<file path="config.mk">
export PLATFORM = sky130hd
export DESIGN_NAME = rstmux_ctrl
export DESIGN_NICKNAME = d
export VERILOG_FILES = /design/src/rtl/rstmux_pkg.sv /design/src/rtl/rstmux_merge.sv /design/src/rtl/rstmux_regs.sv /design/src/rtl/rstmux_stretch.sv /design/src/rtl/rstmux_ctrl.sv
export SDC_FILE = /design/constraint.sdc
export NUM_CORES = 1
export LEC_CHECK = 0
export ABC_AREA = 1
export BUFFER_PORTS_ARGS = -buffer_cell sky130_fd_sc_hd__buf_2
export CAP_MARGIN = 20
export CORE_MARGIN = 2
export CORE_UTILIZATION = 32
export DETAILED_ROUTE_END_ITERATION = 6
export GPL_TIMING_DRIVEN = 1
export PLACE_DENSITY = 0.67
export REMOVE_ABC_BUFFERS = 1
export SYNTH_ARGS = -nofsm -noshare
export SYNTH_HDL_FRONTEND = slang
export SYNTH_SLANG_ARGS = --single-unit
</file>
<file path="constraint.sdc">
create_clock -name clk -period 1 [get_ports clk]
set_input_delay 0.15 -clock clk [delete_from_list [all_inputs] [get_ports clk]]
set_output_delay 0.15 -clock clk [all_outputs]
set_load 0.05 [all_outputs]
</file>
<file path="src/rtl/rstmux_pkg.sv">
package rstmux_pkg;
    localparam int NUM_FAULT = 5;
    localparam int NUM_STAT  = NUM_FAULT + 1;
    localparam int DATA_W    = 8;
    localparam int ADDR_W    = 2;
    localparam int CTRL_W    = 3;
    localparam logic [DATA_W-1:0] COMMIT_KEY = 8'hB2;

    typedef enum logic [ADDR_W-1:0] {
        A_CTRL = 2'd0,
        A_KEY  = 2'd1,
        A_STAT = 2'd2,
        A_NONE = 2'd3
    } reg_addr_e;

    typedef struct packed {
        logic aux_hi;
        logic aux_lo;
        logic ext_off;
    } ctrl_t;

    typedef struct packed {
        logic                 por;
        logic                 pin;
        logic [NUM_FAULT-1:0] fault;
    } req_t;

    function automatic logic [DATA_W-1:0] ctrl_view(ctrl_t c);
        return {{(DATA_W-CTRL_W){1'b0}}, c};
    endfunction

    function automatic logic [DATA_W-1:0] stat_view(logic [NUM_STAT-1:0] s);
        return {{(DATA_W-NUM_STAT){1'b0}}, s};
    endfunction
endpackage

</file>
<file path="src/rtl/rstmux_merge.sv">
module rstmux_merge
    import rstmux_pkg::*;
(
    input  logic                 por_req,
    input  logic                 pin_rst_n,
    input  logic [NUM_FAULT-1:0] fault_req,
    input  logic                 ext_off_applied,
    output req_t                 req,
    output logic                 req_any
);
    always_comb begin
        req.por   = por_req;
        req.pin   = ~pin_rst_n & ~ext_off_applied;
        req.fault = fault_req;
        req_any   = req.por | req.pin | (|req.fault);
    end
endmodule

</file>
<file path="src/rtl/rstmux_regs.sv">
module rstmux_regs
    import rstmux_pkg::*;
(
    input  logic                 clk,
    input  req_t                 req,
    input  logic                 req_any,
    input  logic                 bus_wr,
    input  logic [ADDR_W-1:0]    bus_addr,
    input  logic [DATA_W-1:0]    bus_wdata,
    output logic [DATA_W-1:0]    bus_rdata,
    output ctrl_t                ctrl_q,
    output logic                 ext_off_applied,
    output logic [NUM_STAT-1:0]  stat_q
);
    reg_addr_e            sel;
    logic                 wr_ctrl, wr_key, wr_stat;
    logic [NUM_STAT-1:0]  stat_nxt;

    assign sel     = reg_addr_e'(bus_addr);
    assign wr_ctrl = bus_wr && (sel == A_CTRL);
    assign wr_key  = bus_wr && (sel == A_KEY) && (bus_wdata == COMMIT_KEY);
    assign wr_stat = bus_wr && (sel == A_STAT);

    // Register copy: wiped by any reset that takes effect.
    always_ff @(posedge clk) begin
        if (req_any)
            ctrl_q <= '0;
        else if (wr_ctrl)
            ctrl_q <= ctrl_t'(bus_wdata[CTRL_W-1:0]);
    end

    // Applied state: only power-on clears it; only the key loads it.
    always_ff @(posedge clk) begin
        if (req.por)
            ext_off_applied <= 1'b0;
        else if (wr_key)
            ext_off_applied <= ctrl_q.ext_off;
    end

    always_comb begin
        stat_nxt = stat_q;
        if (wr_stat)
            stat_nxt = stat_nxt & ~bus_wdata[NUM_STAT-1:0];
        stat_nxt[NUM_STAT-1:1] = stat_nxt[NUM_STAT-1:1] | req.fault;
    end

    always_ff @(posedge clk) begin
        if (req.por)
            stat_q <= {{(NUM_STAT-1){1'b0}}, 1'b1};
        else
            stat_q <= stat_nxt;
    end

    always_comb begin
        unique case (sel)
            A_CTRL:  bus_rdata = ctrl_view(ctrl_q);
            A_STAT:  bus_rdata = stat_view(stat_q);
            default: bus_rdata = '0;
        endcase
    end
endmodule

</file>
<file path="src/rtl/rstmux_stretch.sv">
module rstmux_stretch #(
    parameter int HOLD_CYC = 4
) (
    input  logic clk,
    input  logic req_any,
    output logic rst_out
);
    localparam int CW = $clog2(HOLD_CYC + 1);
    localparam logic [CW-1:0] HOLD_LD = CW'(HOLD_CYC);

    logic [1:0]    sync_q;
    logic [CW-1:0] hold_q;

    always_ff @(posedge clk or posedge req_any) begin
        if (req_any)
            sync_q <= 2'b11;
        else
            sync_q <= {sync_q[0], 1'b0};
    end

    always_ff @(posedge clk or posedge req_any) begin
        if (req_any)
            hold_q <= HOLD_LD;
        else if (sync_q[1])
            hold_q <= HOLD_LD;
        else if (hold_q != '0)
            hold_q <= hold_q - 1'b1;
    end

    assign rst_out = sync_q[1] | (hold_q != '0);
endmodule

</file>
<file path="src/rtl/rstmux_ctrl.sv">
module rstmux_ctrl
    import rstmux_pkg::*;
#(
    parameter int HOLD_CYC = 4
) (
    input  logic                 clk,
    input  logic                 por_req,
    input  logic                 pin_rst_n,
    input  logic [NUM_FAULT-1:0] fault_req,
    input  logic                 bus_wr,
    input  logic [ADDR_W-1:0]    bus_addr,
    input  logic [DATA_W-1:0]    bus_wdata,
    output logic [DATA_W-1:0]    bus_rdata,
    output logic                 sys_rst,
    output logic                 wup_rst,
    output logic                 extcfg_rst
);
    req_t                req;
    logic                req_any;
    logic                ext_off_applied;
    ctrl_t               ctrl_q;
    logic [NUM_STAT-1:0] stat_q;

    rstmux_merge u_merge (
        .por_req         (por_req),
        .pin_rst_n       (pin_rst_n),
        .fault_req       (fault_req),
        .ext_off_applied (ext_off_applied),
        .req             (req),
        .req_any         (req_any)
    );

    rstmux_regs u_regs (
        .clk             (clk),
        .req             (req),
        .req_any         (req_any),
        .bus_wr          (bus_wr),
        .bus_addr        (bus_addr),
        .bus_wdata       (bus_wdata),
        .bus_rdata       (bus_rdata),
        .ctrl_q          (ctrl_q),
        .ext_off_applied (ext_off_applied),
        .stat_q          (stat_q)
    );

    rstmux_stretch #(.HOLD_CYC(HOLD_CYC)) u_stretch (
        .clk     (clk),
        .req_any (req_any),
        .rst_out (sys_rst)
    );

    assign wup_rst    = sys_rst;
    assign extcfg_rst = por_req;
endmodule

</file>
==> qor_table.md <==
| Item | Reported | Unit |
|:---|:---|:---|
| Violated checks | negative setup slack | - |
| Buffer levels on the longest clock path | 2 | - |
| Residual DRC count | 0 | - |
| Mean post-synth cell area | 7.52 | µm² |
| Data required time of the critical path | 850 | ps |
| RSZ-0062 raised after global routing | yes | - |
| Clock Latency Late Sink | 280 | ps |
| TritonCTS Buffers | 3 | - |
| Largest net degree at the start of global routing | 9 | - |
| Number of H-tree levels | 1 | - |
| Leading cell types by count after synthesis | nand2_1, inv_1, nor2_1 | - |
| Total number of nets in the final design | 167 | - |
| Path depth of the worst reg2reg path | 8 | - |
| Detailed Routing Iterations Pass 1 | 4 | - |
| Power density normalized to cell area | 1430 | nW/µm² |
| Remaining antenna violation count | 0 | - |
| Launching element of the worst setup path | u_stretch.hold_q[2]$_DFFE_PP1P_ | - |
| Combined area of the multi-input logic cells | 402 | µm² |
| Hold Buf Count CTS | 0 | - |
| Maximum vdd ir drop | 0.638 | mV |
| Std-Cell Core Area | 2250 | µm² |
| Worst setup slack after placement | -154 | ps |
| Portion of the post-synthesis area used by sequential elements | 42.5 | % |
| Ports placed on the boundary | 30 | - |
| Area of the mapped netlist | 774 | µm² |
| Count of final hold-check violations | 0 | - |
| Post-Layout Inst Area | 1180 | µm² |
| Width of the die | 53.2 | µm |
| Levels on crit path | 3 | - |
| Total area of sequential cells | 339 | µm² |
| Total number of clock tree sinks | 15 | - |
| Filler cell count in the final layout | 219 | - |
| Number of pins with negative max-slew slack in the final report | 0 | - |
| Delay-heaviest family, CP | flip-flops | - |
| Number of enable flip-flop cells after synthesis | 0 | - |
| Data arrival time of the critical path | 1140 | ps |
| Number of DRC markers in iteration 0 | 9 | - |
| Via count of the first global-routing pass | 784 | - |
| Critical Path Fanout Max | 3 | - |
| Warning count from the yosys run | 0 | - |
| Kind of critical path | reg -> out | - |
| Per-cell routed wire length | 9.99 | µm |
| Post-detailed-placement half-perimeter wirelength | 1320 | µm |
| MaxCap Viol Count | 0 | - |
| Wire length of the first global-routing pass | 3010 | µm |
| Fin crit share | 129 | % |
| Top FF cell, synth | dfxtp_1 | - |
| Clock tree from TritonCTS | done | - |
| Total length of routed wires | 1730 | µm |
| Count of inserted antenna diode cells | 0 | - |
| Min cycle time layout | 1290 | ps |
| Post-synth cell types | 22 | - |
| Die Footprint | 2830 | µm² |
| Cells along the critical path | inv_2 -> nand3_4 -> buf_8 | - |
| Cell count after placement | 162 | - |
| CTS clock-pin slew for the worst setup and hold paths | 90 | ps |
| Routability cong. | 0.807 | - |
| Top-count cell post-synth | nand2_1 | - |
| Flops & latches, synth | 15 | - |
| Detail-routed via count per cell | 4.43 | - |
| Slowest cell on crit path | dfstp_2 | - |
| Leakage power summed over all cells | 0.575 | nW |
| Status | finished, violations left | - |
| Largest incremental delay on the critical path | 550 | ps |
| Initial core utilization | 34.4 | % |
| Asr flop ratio synth | 33.3 | % |
| Critical path startpoint category | flip-flop | - |
| Peak Freq | 778 | MHz |
| Number of buffers and inverters on the critical path | 2 | - |
| Library cell used as clock root buffer | clkbuf_4 | - |
| Cell count after synthesis | 103 | - |
| Remaining global-route overflow | 0 | - |
| Final setup vio count | 10 | - |
| Reg-to-reg startpoint | u_stretch.hold_q[1]$_DFFE_PP0P_ | - |
| Final worst-path setup slack | -286 | ps |
| Proportion of netlist area held by the largest area contributor | 25.8 | % |
| Via count | 766 | - |
| Top area cells in the synthesized netlist | dfxtp_1, dfstp_2, nand2_1 | - |
| Worst clock skew on the final layout | 7.60 | ps |
| Placed inst area | 967 | µm² |
| Post-route insts no fill | 173 | - |
| Layout cells sized above 1 | 54.5 | % |
| Buffers added on ports | 27 | - |
| Overall global routing resource usage | 14.4 | % |
| Floorplan row count | 17 | - |
| Area added between synthesis and finish | 52.2 | % |
| Antenna violations before repair | 0 | - |
| Worst min-delay path category | in -> async | - |
| Chip height | 53.2 | µm |
| Capturing element type of the critical path | primary output | - |
| Largest area contributor in the netlist | dfxtp_1 | - |
| Share of the core filled with cells | 52.3 | % |
state kept, by name, indices dropped and copies added, names as in the netlist:
register / cells
u_regs.ctrl_q: 3
u_regs.stat_q: 6
u_stretch.sync_q: 2
u_stretch.hold_q: 3
u_regs.ext_off_applied: 1
layout by cell type (no fill, tap or decap), types with 2 or more instances in the layout:
cell	instances
buf_6	10
nand3_1	9
conb_1	3
inv_2	9
clkbuf_4	3
nor3_2	2
dfstp_2	3
buf_2	19
nand2_2	2
dfxtp_2	8
buf_4	10
nand2_1	16
nor2_2	3
nor2_1	12
buf_8	2
o211ai_1	2
inv_1	8
o21ai_1	3
dfrtp_1	2
dfxtp_1	2
a21oi_1	6
nor2_4	3
worst min-delay path, stage by stage:
cell and delay (ps):
buf_2 80, o21ai_1 110, nor2_4 140, buf_4 150
logic make-up after synthesis:
kind of cell	after synthesis	share of synthesized area, %
AND/OR/NAND/NOR	49	30.4
buffers and inverters	22	13.1
flip-flops	15	42.5
AO/OA/AOI/OAI	14	10.3
adder cells (fa/ha/maj)	2	3.23
other	1	0.484
metrics by stage:
stage / total power [mW] / TNS (ps) / hold slack [ps]
floorplan: 0.950 / -3610 / 83.3
global placement: 1.12 / -830 / 317
detailed placement: 1.14 / -1080 / 319
CTS: 1.69 / -1500 / 19.5
global route: 1.80 / -1950 / 31.6
finish: 1.68 / -1410 / 21.9
where the power goes:
part | internal [mW] | switching (mW) | total (mW) | leakage [nW]
clock | 0.155 | 0.184 | 0.338 | 0.0150
sequential | 0.669 | 0.0292 | 0.699 | 0.141
combinational | 0.308 | 0.336 | 0.644 | 0.419
total | 1.13 | 0.549 | 1.68 | 0.575
path summary, 6_finish.rpt:
path                                                    to  slack [ps]
max                                                wup_rst        -290
max reg2reg                u_stretch.hold_q[1]$_DFFE_PP0P_        -260
max in group asynchronous    u_stretch.sync_q[0]$_DFF_PP1_         370
min reg2reg                  u_stretch.sync_q[1]$_DFF_PP1_         360
min                        u_stretch.hold_q[1]$_DFFE_PP0P_          20
min in group clk               u_regs.stat_q[3]$_SDFF_PP0_         100
final cells by class:
class                   instances  share of cell area [%]
clock buffers                   4                    2.23
inverters                      17                    5.41
multi-input cells              68                    34.1
flip-flops and latches         15                    28.8
well taps                      28                    2.97
repair buffers                 41                    26.5
per-layer routing:
layer / part of all wire (%) / track usage (%) / vias up
met3: 5.5 / 3.39 / 2
met2: 49 / 25.2 / 18
met4: 1.4 / 5.13 / 0
met1: 44 / 17.0 / 345
li1: - / - / 401
met5: 0 / 0 / -
what timing repair did:
action,4_1_cts,5_1_grt
resized for setup,46,3
endpoints found under the setup margin,10,11
pin swaps,8,3
setup buffers,6,3
Note: power is estimated with default switching activity, not from simulation.
